[config.mk]
export PLATFORM = sky130hd
export DESIGN_NAME = addr_filter_ctl
export DESIGN_NICKNAME = d
export VERILOG_FILES = /design/src/rtl/addr_filter_ctl.sv
export SDC_FILE = /design/constraint.sdc
export NUM_CORES = 1
export LEC_CHECK = 0
export BUFFER_PORTS_ARGS = -buffer_cell sky130_fd_sc_hd__buf_2
export CAP_MARGIN = 20
export CORE_ASPECT_RATIO = 0.8
export CORE_MARGIN = 3
export CORE_UTILIZATION = 42
export DETAILED_ROUTE_END_ITERATION = 12
export MAX_ROUTING_LAYER = met4
export PLACE_DENSITY = 0.86
export REMOVE_ABC_BUFFERS = 1
export SYNTH_ARGS = -nofsm -noshare
export SYNTH_HDL_FRONTEND = slang
export SYNTH_SLANG_ARGS = --single-unit
export TNS_END_PERCENT = 30
[constraint.sdc]
create_clock -name clk -period 1.6 [get_ports clk]
set_input_delay 0.24 -clock clk [delete_from_list [all_inputs] [get_ports clk]]
set_output_delay 0.24 -clock clk [all_outputs]
set_load 0.01 [all_outputs]
[src/rtl/addr_filter_ctl.sv]
module addr_filter_ctl #(
  parameter logic [15:0] CTL_RESET = 16'h4000
) (
  input  logic        clk,
  input  logic        rst_n,
  input  logic        ctl_wr,
  input  logic [15:0] ctl_wdata,
  input  logic        stat_rd,
  input  logic        frame_start,
  input  logic        da_done,
  input  logic        da_hit,
  input  logic        sa_done,
  input  logic        sa_hit,
  input  logic        carrier_lost,
  input  logic        collision,
  output logic [15:0] ctl_q,
  output logic [15:0] stat_q,
  output logic        reject_n,
  output logic        int_n,
  output logic        learn_req,
  output logic        fetch_req
);
  logic [15:0] ctl;
  logic [3:0]  cause;
  logic        rej, irq, learn, fetch;

  wire net_en = ctl[13];
  wire da_v   = net_en & da_done;
  wire sa_v   = net_en & sa_done;

  wire [3:0] hits = {ctl[12] & (carrier_lost | collision),
                     ctl[7]  & sa_v & sa_hit,
                     ctl[10] & da_v & ~da_hit,
                     ctl[8]  & da_v & da_hit};

  wire [3:0] cause_nx = (stat_rd ? 4'b0 : cause) | hits;

  wire da_rej = ctl[3] & da_v & (ctl[5] ? ~da_hit : da_hit);
  wire sa_rej = ctl[2] & sa_v & (ctl[4] ? ~sa_hit : sa_hit);

  always_ff @(posedge clk or negedge rst_n) begin
    if (!rst_n) begin
      ctl   <= CTL_RESET;
      cause <= '0;
      rej   <= 1'b0;
      irq   <= 1'b0;
      learn <= 1'b0;
      fetch <= 1'b0;
    end else begin
      if (ctl_wr) ctl <= ctl_wdata;
      cause <= cause_nx;
      rej   <= frame_start ? 1'b0 : (rej | da_rej | sa_rej);
      irq   <= (stat_rd ? 1'b0 : irq) | hits[3] | (sa_v & (|cause_nx[2:0]));
      learn <= ctl[1] & sa_v & ~sa_hit;
      fetch <= ctl[0] & da_v & da_hit;
    end
  end

  assign ctl_q     = ctl;
  assign stat_q    = {12'b0, cause};
  assign reject_n  = net_en ? ~rej : ctl[14];
  assign int_n     = ~irq;
  assign learn_req = learn;
  assign fetch_req = fetch;
endmodule


==> flow_summary_export.csv, run 1 <==
group,metric,value,unit
status,status,"complete, no violations",
layout,drive_gt1_share,54.5,%
layout,final_cells,168,
job,cap_viol_max_count,0,
layout,multi_input_area,368,um2
power_and_ir_drop,p_leak,0.701,nW
floorplanning,die_h,50.7,um
place,io_buffers,50,
clock_tree,cts_resized,0,
yosys,syn_area_per_cell,12.8,um2
clock_tree,cts_setup_buffers,0,
yosys,synth-seq-cells,24,
power_and_ir_drop,power-per-cell-area,925,mW/mm2
global_route,first_global_vias,716,
sta,period_minus_slack,1390,ps
setup_path,rrSetupSlack,290,ps
layout,utilization,58.2,%
yosys,ys_seq_area_share,57.3,%
place,pre_cts_ws,298,ps
setup_path,endpoint,"reject_n",
global_route,grt_start_max_net_pins,25,
place,dp_cells,163,
layout,fillers,200,
yosys,netlist_instances,82,
clock_tree,root_buffer,"clkbuf_4",
floorplanning,start_util,46.3,%
clock_tree,cts_buffers,3,
layout,nets,162,
setup_path,ff2ff_path_depth,3,
global_route,overflow,0,
drt,antenna_left,0,
clock_tree,cts-root-to-sink-buffers,2,
sta,slew_headroom,65.2,%
global_route,antenna_found_initial,0,
clock_tree,clock-sinks,24,
setup_path,crit_type,"reg2out",
drt,wl_met2,1020,um
sta,clock_skew,1.90,ps
setup_path,worst_r2r_startpoint,"ctl_q[13]$_DFFE_PN0P_",
layout,area_delta_synth_final,25.7,%
sta,rsz0062_at_grt,"no",
layout,antenna_cells,0,
sta,setup_ws,206,ps
drt,met1_length,860,um
setup_path,worst_setup_path_start_kind,"register",
power_and_ir_drop,total_power,1.22,mW
drt,firstDrtPassIters,2,
setup_path,required,1360,ps
drt,wire_per_inst,12.3,um
sta,worstMarginPinSlew,522,ps
yosys,syn_area,0.00105,mm2
global_route,grt_pass1_wl,3120,um
drt,drt_wl_total,2070,um
place,gp_congestion,0.653,
worst_hold_path,hold_class,"in2reg",
clock_tree,clkLatencyLatePin,300,ps
floorplanning,coreArea,0.00227,mm2
floorplanning,die_area,0.00314,mm2
setup_path,critPathTopFamily,"flip-flops",
sta,fin_crit_sh,87.1,%
global_route,grt_use_total,14.1,%
setup_path,crit_start,"ctl_q[14]$_DFFE_PN1P_",
sta,setup_viol,0,
floorplanning,ios,63,
clock_tree,clk_pin_slew,110,ps
power_and_ir_drop,vdd_drop_max,0.384,mV
clock_tree,htree_levels,1,
yosys,yosysWarnings,0,
setup_path,path_buf_inv,2,
place,place_area,0.00128,mm2
drt,drc,0,
sta,final-max-slew-violation-count,0,
sta,final_hold_viol_count,0,
place,place_hpwl,1660,um
floorplanning,rows,15,
setup_path,r2r_end,"irq$_DFF_PN0_",
sta,max_freq,0.718,GHz
floorplanning,fp.dieW,61.9,um
yosys,ys_types,22,
drt,drt-initial-drc-count,7,
setup_path,path_depth,3,
drt,vias,758,
layout,final_cell_area,0.00132,mm2
sta,setup_tns,0,ps
setup_path,crit_path_end_kind,"primary output",
setup_path,arrival,1150,ps
drt,met3_length,167,um
drt,via_per_inst,4.51,
clock_tree,cts_hold_buf,1,
setup_path,path_cells,"inv_1 -> mux2i_1 -> buf_2",
drt,routed.top_layer,"met4",
setup_path,path_max_fanout,2,
sta,hold_ws,67.2,ps
setup_path,cpPeakStageDelay,540,ps
clock_tree,cts_tree,"yes",
setup_path,slowest_stage,"dfstp_2",
layout,seqCellArea,602,um2
[where the power goes]
| part | switching [mW] | total, mW | leakage (nW) | internal [mW] |
|---|---|---|---|---|
| sequential | 0.0401 | 0.707 | 0.291 | 0.667 |
| clock | 0.162 | 0.259 | 0.0150 | 0.0973 |
| combinational | 0.130 | 0.255 | 0.395 | 0.126 |
[sequential cells by signal, indices dropped and copies added, names as in the netlist]
register,count
cause,4
rej,1
irq,1
fetch_req,1
learn_req,1
ctl_q,16
[worst min path at each step]
stage | startpoint | cells after the start | end
2_1_floorplan | rst_n | 0 | cause[0]$_DFF_PN0_
3_3_place_gp | rst_n | 1 | ctl_q[8]$_DFFE_PN0P_
3_5_place_dp | rst_n | 1 | ctl_q[8]$_DFFE_PN0P_
4_1_cts | frame_start | 2 | rej$_DFF_PN0_
5_1_grt | frame_start | 2 | rej$_DFF_PN0_
6_report | frame_start | 2 | rej$_DFF_PN0_
[placed cells by master, fill, tap and decap left out, types with 3 or more instances in the layout]
cell type	instances
buf_2	50
dfrtp_1	23
mux2_2	15
conb_1	12
inv_1	6
o21ai_0	4
clkbuf_4	3
[worst reg2reg max path, delay by kind of cell (launching register included)]
kind	cells	cell delay (ps)
compound gates	2	560
simple gates	1	180
flops	1	480
[logic make-up (layout without fill, tap and decap cells)]
family          count (synthesis)  count (layout)  synth area share (%)
flops                          24              24                  57.3
other cells                     1              12                 0.357
compound gates                 10              10                  6.79
simple gates                    9               9                  5.24
buf+inv                        20              61                  11.7
xor+xnor                        2               2                  1.67
mux                            16              16                  17.0
[cell type report]
cell class	instances	area share, %
flip-flops and latches	24	45.5
clock buffers	4	1.99
repair buffers	51	19.7
inverters	6	1.70
well taps	34	3.22
multi-input cells	49	27.8
[synthesized netlist by cell type]
library cell,number,share of area (%)
a21oi_1,1,0.48
a31oi_1,1,0.60
a32o_2,2,2.1
and2_4,1,0.83
and3_2,1,0.71
buf_2,2,0.95
buf_4,12,8.6
conb_1,1,0.36
dfrtp_1,23,55
dfstp_2,1,2.5
inv_1,6,2.1
mux2_2,15,16
mux2i_1,1,0.95
nand2_1,2,0.71
nand2b_1,1,0.60
nand3_1,1,0.48
nand4_1,2,1.2
nor3b_1,1,0.71
o2111ai_1,1,0.83
o21ai_0,4,1.9
o31a_1,1,0.83
xor2_1,2,1.7
[metal layers]
metal / GRT usage (%) / vias to the layer above
li1: - / 365
met3: 5.40 / 2
met1: 15.5 / 353
met2: 22.6 / 38
met4: 5.65 / 0
met5: - / -
Note: power is estimated with default switching activity, not from simulation.
==> inputs of run 2 (changes only) <==
--- a/config.mk
+++ b/config.mk
@@ -12,7 +12,7 @@
 export CORE_UTILIZATION = 42
 export DETAILED_ROUTE_END_ITERATION = 12
 export MAX_ROUTING_LAYER = met4
-export PLACE_DENSITY = 0.86
+export PLACE_DENSITY = 0.77
 export REMOVE_ABC_BUFFERS = 1
 export SYNTH_ARGS = -nofsm -noshare
 export SYNTH_HDL_FRONTEND = slang
==> flow_summary_export.csv, run 2 (synthesized netlist as in run 1, its figures left out) <==
group,metric,value,unit
setup_path,arrival,1160,ps
global_route,first_global_vias,713,
setup_path,ff2ff_path_depth,3,
setup_path,crit_path_end_kind,"primary output",
layout,layout_commonest_cell,"buf_2",
job,cap_viol_max_count,0,
layout,area_delta_synth_final,27.4,%
layout,antenna_cells,0,
sta,fin_crit_sh,87.7,%
sta,rsz0062_at_grt,"no",
floorplanning,die_h,50.7,um
drt,wire_per_inst,12.0,um
status,status,"complete, no violations",
clock_tree,cts_buffers,3,
place,io_buffers,50,
drt,drc,0,
setup_path,path_max_fanout,2,
setup_path,r2r_end,"irq$_DFF_PN0_",
setup_path,worst_r2r_startpoint,"ctl_q[13]$_DFFE_PN0P_",
setup_path,slowest_stage,"dfstp_2",
clock_tree,root_buffer,"clkbuf_4",
power_and_ir_drop,p_leak,0.712,nW
clock_tree,htree_levels,1,
setup_path,worst_setup_path_start_kind,"register",
power_and_ir_drop,vdd_drop_max,0.555,mV
sta,period_minus_slack,1400,ps
drt,vias,773,
worst_hold_path,hp-start,"frame_start",
floorplanning,rows,15,
clock_tree,cts_tree,"yes",
power_and_ir_drop,total_power,1.28,mW
layout,nets,163,
sta,slew_headroom,65.2,%
floorplanning,coreArea,0.00227,mm2
sta,final_hold_viol_count,0,
clock_tree,cts_setup_buffers,0,
place,dp_cells,164,
setup_path,rrSetupSlack,380,ps
drt,antenna_left,0,
sta,clock_skew,4.13,ps
setup_path,crit_type,"reg2out",
drt,firstDrtPassIters,2,
sta,final-max-slew-violation-count,0,
layout,utilization,59.0,%
sta,max_freq,0.712,GHz
layout,final_cells,169,
layout,drive_gt1_share,55.6,%
place,place_area,0.00129,mm2
global_route,overflow,0,
drt,via_per_inst,4.57,
setup_path,required,1360,ps
setup_path,cpPeakStageDelay,550,ps
floorplanning,die_area,0.00314,mm2
sta,setup_ws,196,ps
power_and_ir_drop,power-per-cell-area,954,mW/mm2
sta,setup_tns,0,ps
clock_tree,cts-root-to-sink-buffers,2,
clock_tree,clkLatencyLatePin,310,ps
floorplanning,fp.dieW,61.9,um
global_route,grt_start_max_net_pins,25,
layout,largest_reg_flops,16,
sta,worstMarginPinSlew,522,ps
drt,drt-initial-drc-count,12,
clock_tree,clk_pin_slew,120,ps
clock_tree,clock-sinks,24,
sta,hold_ws,60.5,ps
global_route,antenna_found_initial,0,
global_route,grt_use_total,13.6,%
worst_hold_path,whs_endpoint,"rej$_DFF_PN0_",
place,pre_cts_ws,315,ps
sta,setup_viol,0,
setup_path,path_cells,"inv_1 -> mux2i_1 -> buf_2",
floorplanning,start_util,46.3,%
layout,final_cell_area,0.00134,mm2
floorplanning,ios,63,
drt,drt_wl_total,2040,um
worst_hold_path,hold_depth,2,
layout,final_cell_mix,"buf_2 (50), dfrtp_1 (23), mux2_2 (15)",
global_route,grt_pass1_wl,3040,um
place,gp_congestion,0.729,
worst_hold_path,hold_class,"in2reg",
## run 2: changes by cell type in the layout (fill, tap and decap cells not counted)
cell      change
buf_4         +1
clkbuf_1      -1
clkbuf_8      +1
## run 2: critical path: cells and delay by family, from the launching register on
| kind | cells | cell delay (ps) |
|---|---|---|
| mux | 1 | 120 |
| flops | 1 | 550 |
| buf+inv | 2 | 190 |
## run 2: how the worst max path moves through the flow
stage	startpoint	end	slack (ps)
3_3_place_gp	da_done	irq$_DFF_PN0_	440
3_5_place_dp	collision	irq$_DFF_PN0_	320
6_report	ctl_q[14]$_DFFE_PN1P_	reject_n	200
4_1_cts	ctl_q[14]$_DFFE_PN1P_	reject_n	180
2_1_floorplan	ctl_q[13]$_DFFE_PN0P_	irq$_DFF_PN0_	320
5_1_grt	ctl_q[14]$_DFFE_PN1P_	reject_n	140
## run 2: what timing repair did
action | in CTS | in global routing
hold endpoints to repair | 23 | 0
hold buffers | 1 | 0
gates resized for setup | 0 | 0
## run 2: routing by layer
layer  GRT usage (%)  part of all wire, %  up-vias
met5               -                    0        -
li1                -                    -      366
met4            2.12                    0        0
met3            5.40                  9.4        0
met1            17.4                   45      361
met2            20.9                   46       46
## run 2: cell type report
class / instances / area (um2)
inverters: 6 / 22.5
well taps: 34 / 42.5
multi-input cells: 49 / 368
repair buffers: 52 / 268
flip-flops and latches: 24 / 602
fillers: 207 / 932
clock buffers: 4 / 36.3
## run 2: where the power goes
| part | internal, mW | switching [mW] |
|---|---|---|
| Sequential | 0.667 | 0.0374 |
| Combinational | 0.129 | 0.135 |
| Clock | 0.139 | 0.170 |
| Total | 0.935 | 0.342 |
